<file path="src/rtl/coh_mon_pkg.sv">
package coh_mon_pkg;

  typedef enum logic [1:0] {
    LINE_INV = 2'd0,
    LINE_SHR = 2'd1,
    LINE_EXC = 2'd2,
    LINE_RSV = 2'd3
  } lineSt_e;

  // strobes from control to the datapath
  typedef struct packed {
    logic shadowInit;
    logic shadowLoad;
  } dpStrobe_t;

  localparam int CODE_W   = 3;
  localparam int CODE_CTL = 0;
  localparam int CODE_DAT = 1;
  localparam int CODE_MEM = 2;

endpackage

</file>
<file path="src/rtl/coh_mon_dp.sv">
module coh_mon_dp
  import coh_mon_pkg::*;
#(
  parameter int NODES = 4,
  parameter int DW    = 8
) (
  input  logic                  clk,
  input  dpStrobe_t             strobe,
  input  logic [2*NODES-1:0]    lineState,
  input  logic [NODES*DW-1:0]   lineData,
  input  logic                  exclFlag,
  input  logic [DW-1:0]         memData,
  input  logic [DW-1:0]         storeData,
  output logic [NODES-1:0]      dataBad,
  output logic                  memBad,
  output logic [DW-1:0]         shadowVal
);

  logic [DW-1:0] shadowQ;

  always_ff @(posedge clk) begin
    if (strobe.shadowInit)      shadowQ <= memData;
    else if (strobe.shadowLoad) shadowQ <= storeData;
  end

  for (genvar i = 0; i < NODES; i++) begin : g_cmp
    logic [1:0]    st;
    logic [DW-1:0] dat;
    assign st         = lineState[2*i +: 2];
    assign dat        = lineData[i*DW +: DW];
    assign dataBad[i] = (st != LINE_INV) && (dat != shadowQ);
  end

  assign memBad    = !exclFlag && (memData != shadowQ);
  assign shadowVal = shadowQ;

endmodule

</file>
<file path="src/rtl/coh_mon_ctrl.sv">
module coh_mon_ctrl
  import coh_mon_pkg::*;
#(
  parameter int NODES = 4,
  parameter int IW    = 2
) (
  input  logic               clk,
  input  logic               rstN,
  input  logic [2*NODES-1:0] lineState,
  input  logic               storeValid,
  input  logic [IW-1:0]      storeNode,
  input  logic [NODES-1:0]   dataBad,
  input  logic               memBad,
  output dpStrobe_t          strobe,
  output logic               errAny,
  output logic [CODE_W-1:0]  errCode,
  output logic [IW-1:0]      errNode
);

  logic [NODES-1:0]  ctrlBad;
  logic [NODES-1:0]  isExc;
  logic              storeHit;
  logic [CODE_W-1:0] newCode;
  logic [IW-1:0]     pickNode;
  logic [CODE_W-1:0] codeQ;
  logic [IW-1:0]     nodeQ;

  // pairwise control rule evaluation
  always_comb begin
    for (int i = 0; i < NODES; i++) begin
      logic [1:0] si;
      logic       clash;
      si    = lineState[2*i +: 2];
      clash = 1'b0;
      for (int j = 0; j < NODES; j++) begin
        if (j != i) begin
          if ((si == LINE_EXC && lineState[2*j +: 2] != LINE_INV) ||
              (lineState[2*j +: 2] == LINE_EXC && si != LINE_INV))
            clash = 1'b1;
        end
      end
      ctrlBad[i] = (si == LINE_RSV) || clash;
      isExc[i]   = (si == LINE_EXC);
    end
  end

  always_comb begin
    storeHit = 1'b0;
    for (int i = 0; i < NODES; i++)
      if (storeNode == IW'(i) && isExc[i]) storeHit = 1'b1;
  end

  assign strobe.shadowInit = !rstN;
  assign strobe.shadowLoad = rstN && storeValid && storeHit;

  assign newCode[CODE_CTL] = |ctrlBad;
  assign newCode[CODE_DAT] = |dataBad;
  assign newCode[CODE_MEM] = memBad;

  // lowest control offender first, then lowest data offender
  always_comb begin
    pickNode = '0;
    if (|ctrlBad) begin
      for (int i = NODES - 1; i >= 0; i--)
        if (ctrlBad[i]) pickNode = IW'(i);
    end else begin
      for (int i = NODES - 1; i >= 0; i--)
        if (dataBad[i]) pickNode = IW'(i);
    end
  end

  always_ff @(posedge clk) begin
    if (!rstN) begin
      codeQ <= '0;
      nodeQ <= '0;
    end else begin
      codeQ <= codeQ | newCode;
      if ((codeQ == '0) && (newCode != '0)) nodeQ <= pickNode;
    end
  end

  assign errCode = codeQ;
  assign errNode = nodeQ;
  assign errAny  = |codeQ;

endmodule

</file>
<file path="src/rtl/coh_mon.sv">
module coh_mon
  import coh_mon_pkg::*;
#(
  parameter int NODES = 4,
  parameter int DW    = 8,
  localparam int IW   = (NODES > 1) ? $clog2(NODES) : 1
) (
  input  logic               clk,
  input  logic               rstN,
  input  logic [2*NODES-1:0] lineState,
  input  logic [NODES*DW-1:0] lineData,
  input  logic               exclFlag,
  input  logic [DW-1:0]      memData,
  input  logic               storeValid,
  input  logic [IW-1:0]      storeNode,
  input  logic [DW-1:0]      storeData,
  output logic               errAny,
  output logic [2:0]         errCode,
  output logic [IW-1:0]      errNode
);

  dpStrobe_t        strobe;
  logic [NODES-1:0] dataBad;
  logic             memBad;
  logic [DW-1:0]    shadowVal;

  coh_mon_ctrl #(.NODES(NODES), .IW(IW)) u_ctrl (
    .clk(clk), .rstN(rstN), .lineState(lineState),
    .storeValid(storeValid), .storeNode(storeNode),
    .dataBad(dataBad), .memBad(memBad), .strobe(strobe),
    .errAny(errAny), .errCode(errCode), .errNode(errNode)
  );

  coh_mon_dp #(.NODES(NODES), .DW(DW)) u_dp (
    .clk(clk), .strobe(strobe), .lineState(lineState),
    .lineData(lineData), .exclFlag(exclFlag), .memData(memData),
    .storeData(storeData), .dataBad(dataBad), .memBad(memBad),
    .shadowVal(shadowVal)
  );

endmodule

</file>
<file path="config.mk">
export PLATFORM = sky130hd
export DESIGN_NAME = coh_mon
export DESIGN_NICKNAME = d
export VERILOG_FILES = /design/src/rtl/coh_mon_pkg.sv /design/src/rtl/coh_mon_dp.sv /design/src/rtl/coh_mon_ctrl.sv /design/src/rtl/coh_mon.sv
export SDC_FILE = /design/constraint.sdc
export NUM_CORES = 1
export LEC_CHECK = 0
export BUFFER_PORTS_ARGS = -buffer_cell sky130_fd_sc_hd__buf_2
export CAP_MARGIN = 30
export CORE_AREA = 2 2 55 57
export CTS_BUF_LIST = sky130_fd_sc_hd__clkbuf_4
export DETAILED_ROUTE_END_ITERATION = 10
export DIE_AREA = 0 0 57 59
export GPL_TIMING_DRIVEN = 1
export PLACE_DENSITY = 0.92
export SLEW_MARGIN = 40
export SYNTH_ARGS = -nofsm -noshare
export SYNTH_HDL_FRONTEND = slang
export SYNTH_SLANG_ARGS = --single-unit
export TNS_END_PERCENT = 30
</file>
<file path="constraint.sdc">
create_clock -name clk -period 5.1 [get_ports clk]
set_clock_uncertainty 0.05 [all_clocks]
set_input_delay 0.51 -clock clk [delete_from_list [all_inputs] [get_ports clk]]
set_output_delay 0.51 -clock clk [all_outputs]
set_load 0.1 [all_outputs]
</file>
==> impl.org <==
** Worst setup path
- Slowest Stage Delay on Critical Path :: 550 ps
- Crit path buf inv count :: 1
- On the critical path, the stage with the largest delay is an instance of sky130_fd_sc_hd__or4_4.
- Sort of element at the end of the critical path :: register
- In this run the number of cells on the critical path is 8.
- Crit path from :: lineState[1]
- Counting cells, the worst reg-to-reg path comes to 7.
- Worst EP arrival :: 2310 ps
- The setup path with the least slack is of type in2reg.
- Maximum fanout encountered on the critical timing path :: 6
- The kind of cell with the highest combined delay along the critical path is simple AND/OR/NAND/NOR gates.
- The endpoint identified for the worst register-to-register timing path is u_ctrl.errNode[0].
- Following the worst setup path forward leads to its endpoint at u_ctrl.errNode[0].
- For flop-to-flop paths, the worst setup slack is slightly below 3000 ps.
- Required time at the worst-slack endpoint :: between 5000 and 6000 ps
- Ordered cell list for the critical path :: buf_2, or4_4, a2111oi_4, a211o_2, nand2_2, o31ai_4, and2b_1, nor3b_2
- The startpoint identified for the worst register-to-register timing path is u_dp.shadowVal[2].
- STA classifies the critical path startpoint as a primary input.

** Logic synthesis
- For this run, the register share of the synthesized area comes to 0.253.
- Yosys mapped a number of flops with a built-in enable equal to 8.
- The most used flip-flop cell after synthesis is sky130_fd_sc_hd__edfxtp_1.
- Cell area after synthesis :: about 1300 um2
- Number of synthesized register bits :: 13
- Of all cell types, the one taking the most synthesized area is sky130_fd_sc_hd__xnor2_1.
- Post-synthesis average cell area :: 8.98 um2
- Share of async-settable or async-resettable flops after synthesis :: 0
- Fraction of post-synthesis cell area in the top cell type by area :: 0.208
- Counting every instance in the synthesized netlist gives 150.
- Synthesis produced a netlist with a net count of approximately 210.
- Main area contributors after synthesis :: sky130_fd_sc_hd__xnor2_1 21%, sky130_fd_sc_hd__edfxtp_1 18%, sky130_fd_sc_hd__dfxtp_1 7.4%
- Yosys Warn Count :: 0
- The number of different library cells used by synthesis comes to 43.

** STA
- Sum Neg Setup Slack :: 0 ps
- Final clock period utilization by the worst path :: 0.431
- For this run, the top clock speed supported by timing is about 460 MHz.
- For the pin with the worst max-slew slack, the measured transition is between 400 and 500 ps.
- The clock period could shrink to 2200 ps.
- Setup violations remaining at the end of the flow were counted as 0.
- The number of hold-slack violations in the final timing report was 0.
- Setup repair after global routing left no endpoint under its margin.
- The count of pins over their slew limit came to 0.
- Max-slew headroom at the worst pin :: 0.671

** Clock network
- Clock sink count :: 13
- The clock passes through at most 2 buffers.
- Clock buffers created by TritonCTS :: 3
- Worst-Skew Late Latency :: 270 ps
- Clock transition at the register clock pins on the worst setup and hold paths after CTS :: 80 ps
- TritonCTS built the clock tree.
- In this run, post-CTS hold repair placed 0 buffers.
- Buffers added to address setup during post-CTS repair amount to 0.
- Gates resized during post-CTS repair numbered 0.
- Clock tree synthesis selected as its root buffer the cell sky130_fd_sc_hd__clkbuf_4.
- Number of H-tree branching levels :: 1

** Global routing
- Entering global routing, the biggest net connects 16 pins.
- First-pass GRT wire length :: ~5500 um
- Number of global-route vias before repair :: roughly 1300
- The number of antenna violations at the first check in global routing came to 0.
- Global-route usage over all layers :: 0.206
- Summed over all layers, the global routing overflow is 0.

** Pwr
- The internal portion of the total power is roughly 230 uW.
- Sw Ratio :: 0.358
- The share of total power dissipated in sequential elements is 0.402.
- Total design power :: 358 uW
- Leakage power total :: 0.000684 uW
- Max VDD drop :: about 0.00018 V
- The share of total power dissipated in combinational logic is 0.407.
- The share of total power dissipated in the clock network is 0.191.
- In this run the power spent charging and discharging nets is around 130 uW.
- For this design the ratio of total power to cell area is ~210 nW/um2.

** Floorplanning
- Die area :: 3360 um2
- Die Y :: 59 um
- Number of rows created at floorplan :: 19
- Core Box Area :: 2710 um2
- For this configuration, the core starts out at a cell density of 0.497.
- For this design the top-level I/O count stands at 68.
- Horizontal die dimension :: 57 um

** Outcome
- The run finished with clean final reports.

** Cells and area
- Fraction of final layout cells with drive strength greater than 1 :: 0.431
- Multi-input gate area :: 946 um2
- Across the whole layout, storage elements account for 340 um2.
- Filler cell count in the final layout :: 248
- Synthesis-to-finish area growth :: 26.6%
- The repair_antennas step left the layout with diodes totalling 0.
- Number of nets in the final layout :: 272
- After routing the design area is 1710 um2.

** Routing
- Routed wire per std cell :: between 10 and 15 um
- Vias per cell :: 5.40
- The routed design has 3390 um of wire.
- Routed vias :: 1297
- The first detailed-routing pass took 4 iterations.
- Once detail routing completed, the nets flagged for antenna violations numbered 0.
- First DRT Iteration DRCs :: 54
- In the routed design, unresolved DRC markers number 0.

** Placement
- Cell area after placement :: between 1500 and 2000 um2
- The count of buffers added on input and output ports is 67.
- The congestion estimate from routability-driven global placement came to 0.847.
- Post-detailed-placement half-perimeter wirelength :: roughly 2800 um

** Flow run
- Number of max-cap violations :: 0

** Min path
- The worst hold path passes through 2 cells.
- The min-delay analysis places its worst path in the category reg2reg.
-- Yosys cell counts, drive strengths merged (3+ instances only) --
master / n
xor2: 8
a21oi: 4
xnor2: 32
o22ai: 4
nand4: 8
nor4: 3
nor2: 4
dfxtp: 5
nand3: 3
o21ai: 4
nor3: 5
mux2: 8
clkbuf: 11
o21bai: 3
edfxtp: 8
o21a: 3
inv: 4
nand2: 9
-- power by group through the flow --
| stage | clock (uW) | sequential, uW | combinational (uW) |
|---|---|---|---|
| 3_5_place_dp | 0 | 146 | 145 |
| 5_1_grt | 74.0 | 146 | 158 |
| 4_1_cts | 69.6 | 144 | 146 |
| 2_1_floorplan | 0 | 143 | 102 |
| 6_report | 68.3 | 144 | 146 |
| 3_3_place_gp | 0 | 146 | 141 |
-- how the worst min path moves through the flow --
stage | end | startpoint | slack [ps]
4_1_cts | u_ctrl.errNode[1] | u_ctrl.errNode[1] | 430
6_report | u_ctrl.errNode[1] | u_ctrl.errNode[1] | 430
5_1_grt | u_ctrl.errCode[1] | u_ctrl.errCode[1] | 470
2_1_floorplan | u_dp.shadowVal[0] | memData[0] | 680
3_3_place_gp | u_ctrl.errNode[1] | u_ctrl.errNode[1] | 400
3_5_place_dp | u_ctrl.errNode[1] | u_ctrl.errNode[1] | 420
-- worst register-to-register path: stages, from the launching register on --
cell and delay, ps:
sky130_fd_sc_hd__edfxtp_1 520, sky130_fd_sc_hd__xnor2_1 220, sky130_fd_sc_hd__nand4_1 160, sky130_fd_sc_hd__o22ai_1 270, sky130_fd_sc_hd__o2111ai_1 270, sky130_fd_sc_hd__o31ai_4 370, sky130_fd_sc_hd__and2b_1 180, sky130_fd_sc_hd__nor3b_2 40
-- routing by layer --
layer,global-route usage,vias up,share of wire
met5,0,-,0
met4,0.0731,0,0.012
met3,0.0328,4,0.054
met2,0.366,43,0.50
met1,0.254,594,0.44
li1,-,656,-
-- flip-flops by register name (all words and copies together) (netlist names) --
signal and count:
u_ctrl.errNode 2, u_dp.shadowVal 8, u_ctrl.errCode 3
-- through the flow --
| stage | util | hold WS (ps) | worst slack, ps | std cells |
|---|---|---|---|---|
| 2_1_floorplan | - | 680 | 2700 | 150 |
| 3_3_place_gp | 0.618 | 400 | 2690 | 236 |
| 3_5_place_dp | 0.618 | 416 | 2630 | 236 |
| 4_1_cts | 0.629 | 428 | 2920 | 240 |
| 5_1_grt | 0.629 | 471 | 2760 | 240 |
| 6_report | 0.629 | 433 | 2900 | 240 |
-- cells by family (layout without fill, tap and decap cells) --
| family | after synthesis | in the layout | share of synthesized area |
|---|---|---|---|
| buf+inv | 16 | 75 | 0.0455 |
| xor+xnor | 40 | 40 | 0.260 |
| compound gates | 31 | 31 | 0.195 |
| simple gates | 42 | 42 | 0.180 |
| mux | 8 | 8 | 0.0669 |
| flops | 13 | 13 | 0.253 |
-- cells in the final DEF (no fill, tap or decap), types with 2 or more instances in the layout --
cell                       count
sky130_fd_sc_hd__o21a_1        3
sky130_fd_sc_hd__mux2_2        8
sky130_fd_sc_hd__clkbuf_4      4
sky130_fd_sc_hd__o22ai_1       4
sky130_fd_sc_hd__nand3_1       3
sky130_fd_sc_hd__a21oi_1       4
sky130_fd_sc_hd__nand2b_1      2
sky130_fd_sc_hd__edfxtp_1      8
sky130_fd_sc_hd__buf_2        67
sky130_fd_sc_hd__o21bai_1      3
sky130_fd_sc_hd__xor2_1        8
sky130_fd_sc_hd__o21ai_0       3
sky130_fd_sc_hd__xnor2_1      32
sky130_fd_sc_hd__nand2_1       8
sky130_fd_sc_hd__dfxtp_1       5
sky130_fd_sc_hd__nor4_1        3
sky130_fd_sc_hd__nor2b_1       2
sky130_fd_sc_hd__inv_1         4
sky130_fd_sc_hd__nor2_1        4
sky130_fd_sc_hd__nand4_1       8
sky130_fd_sc_hd__nor3_1        4
-- area by class of cell --
type | count | area share
Timing Repair Buffer | 67 | 0.197
Inverter | 4 | 0.00880
Clock buffer | 4 | 0.0176
Sequential cell | 13 | 0.200
Tap cell | 31 | 0.0227
Multi-Input combinational cell | 121 | 0.555
Note: power is estimated with default switching activity, not from simulation.
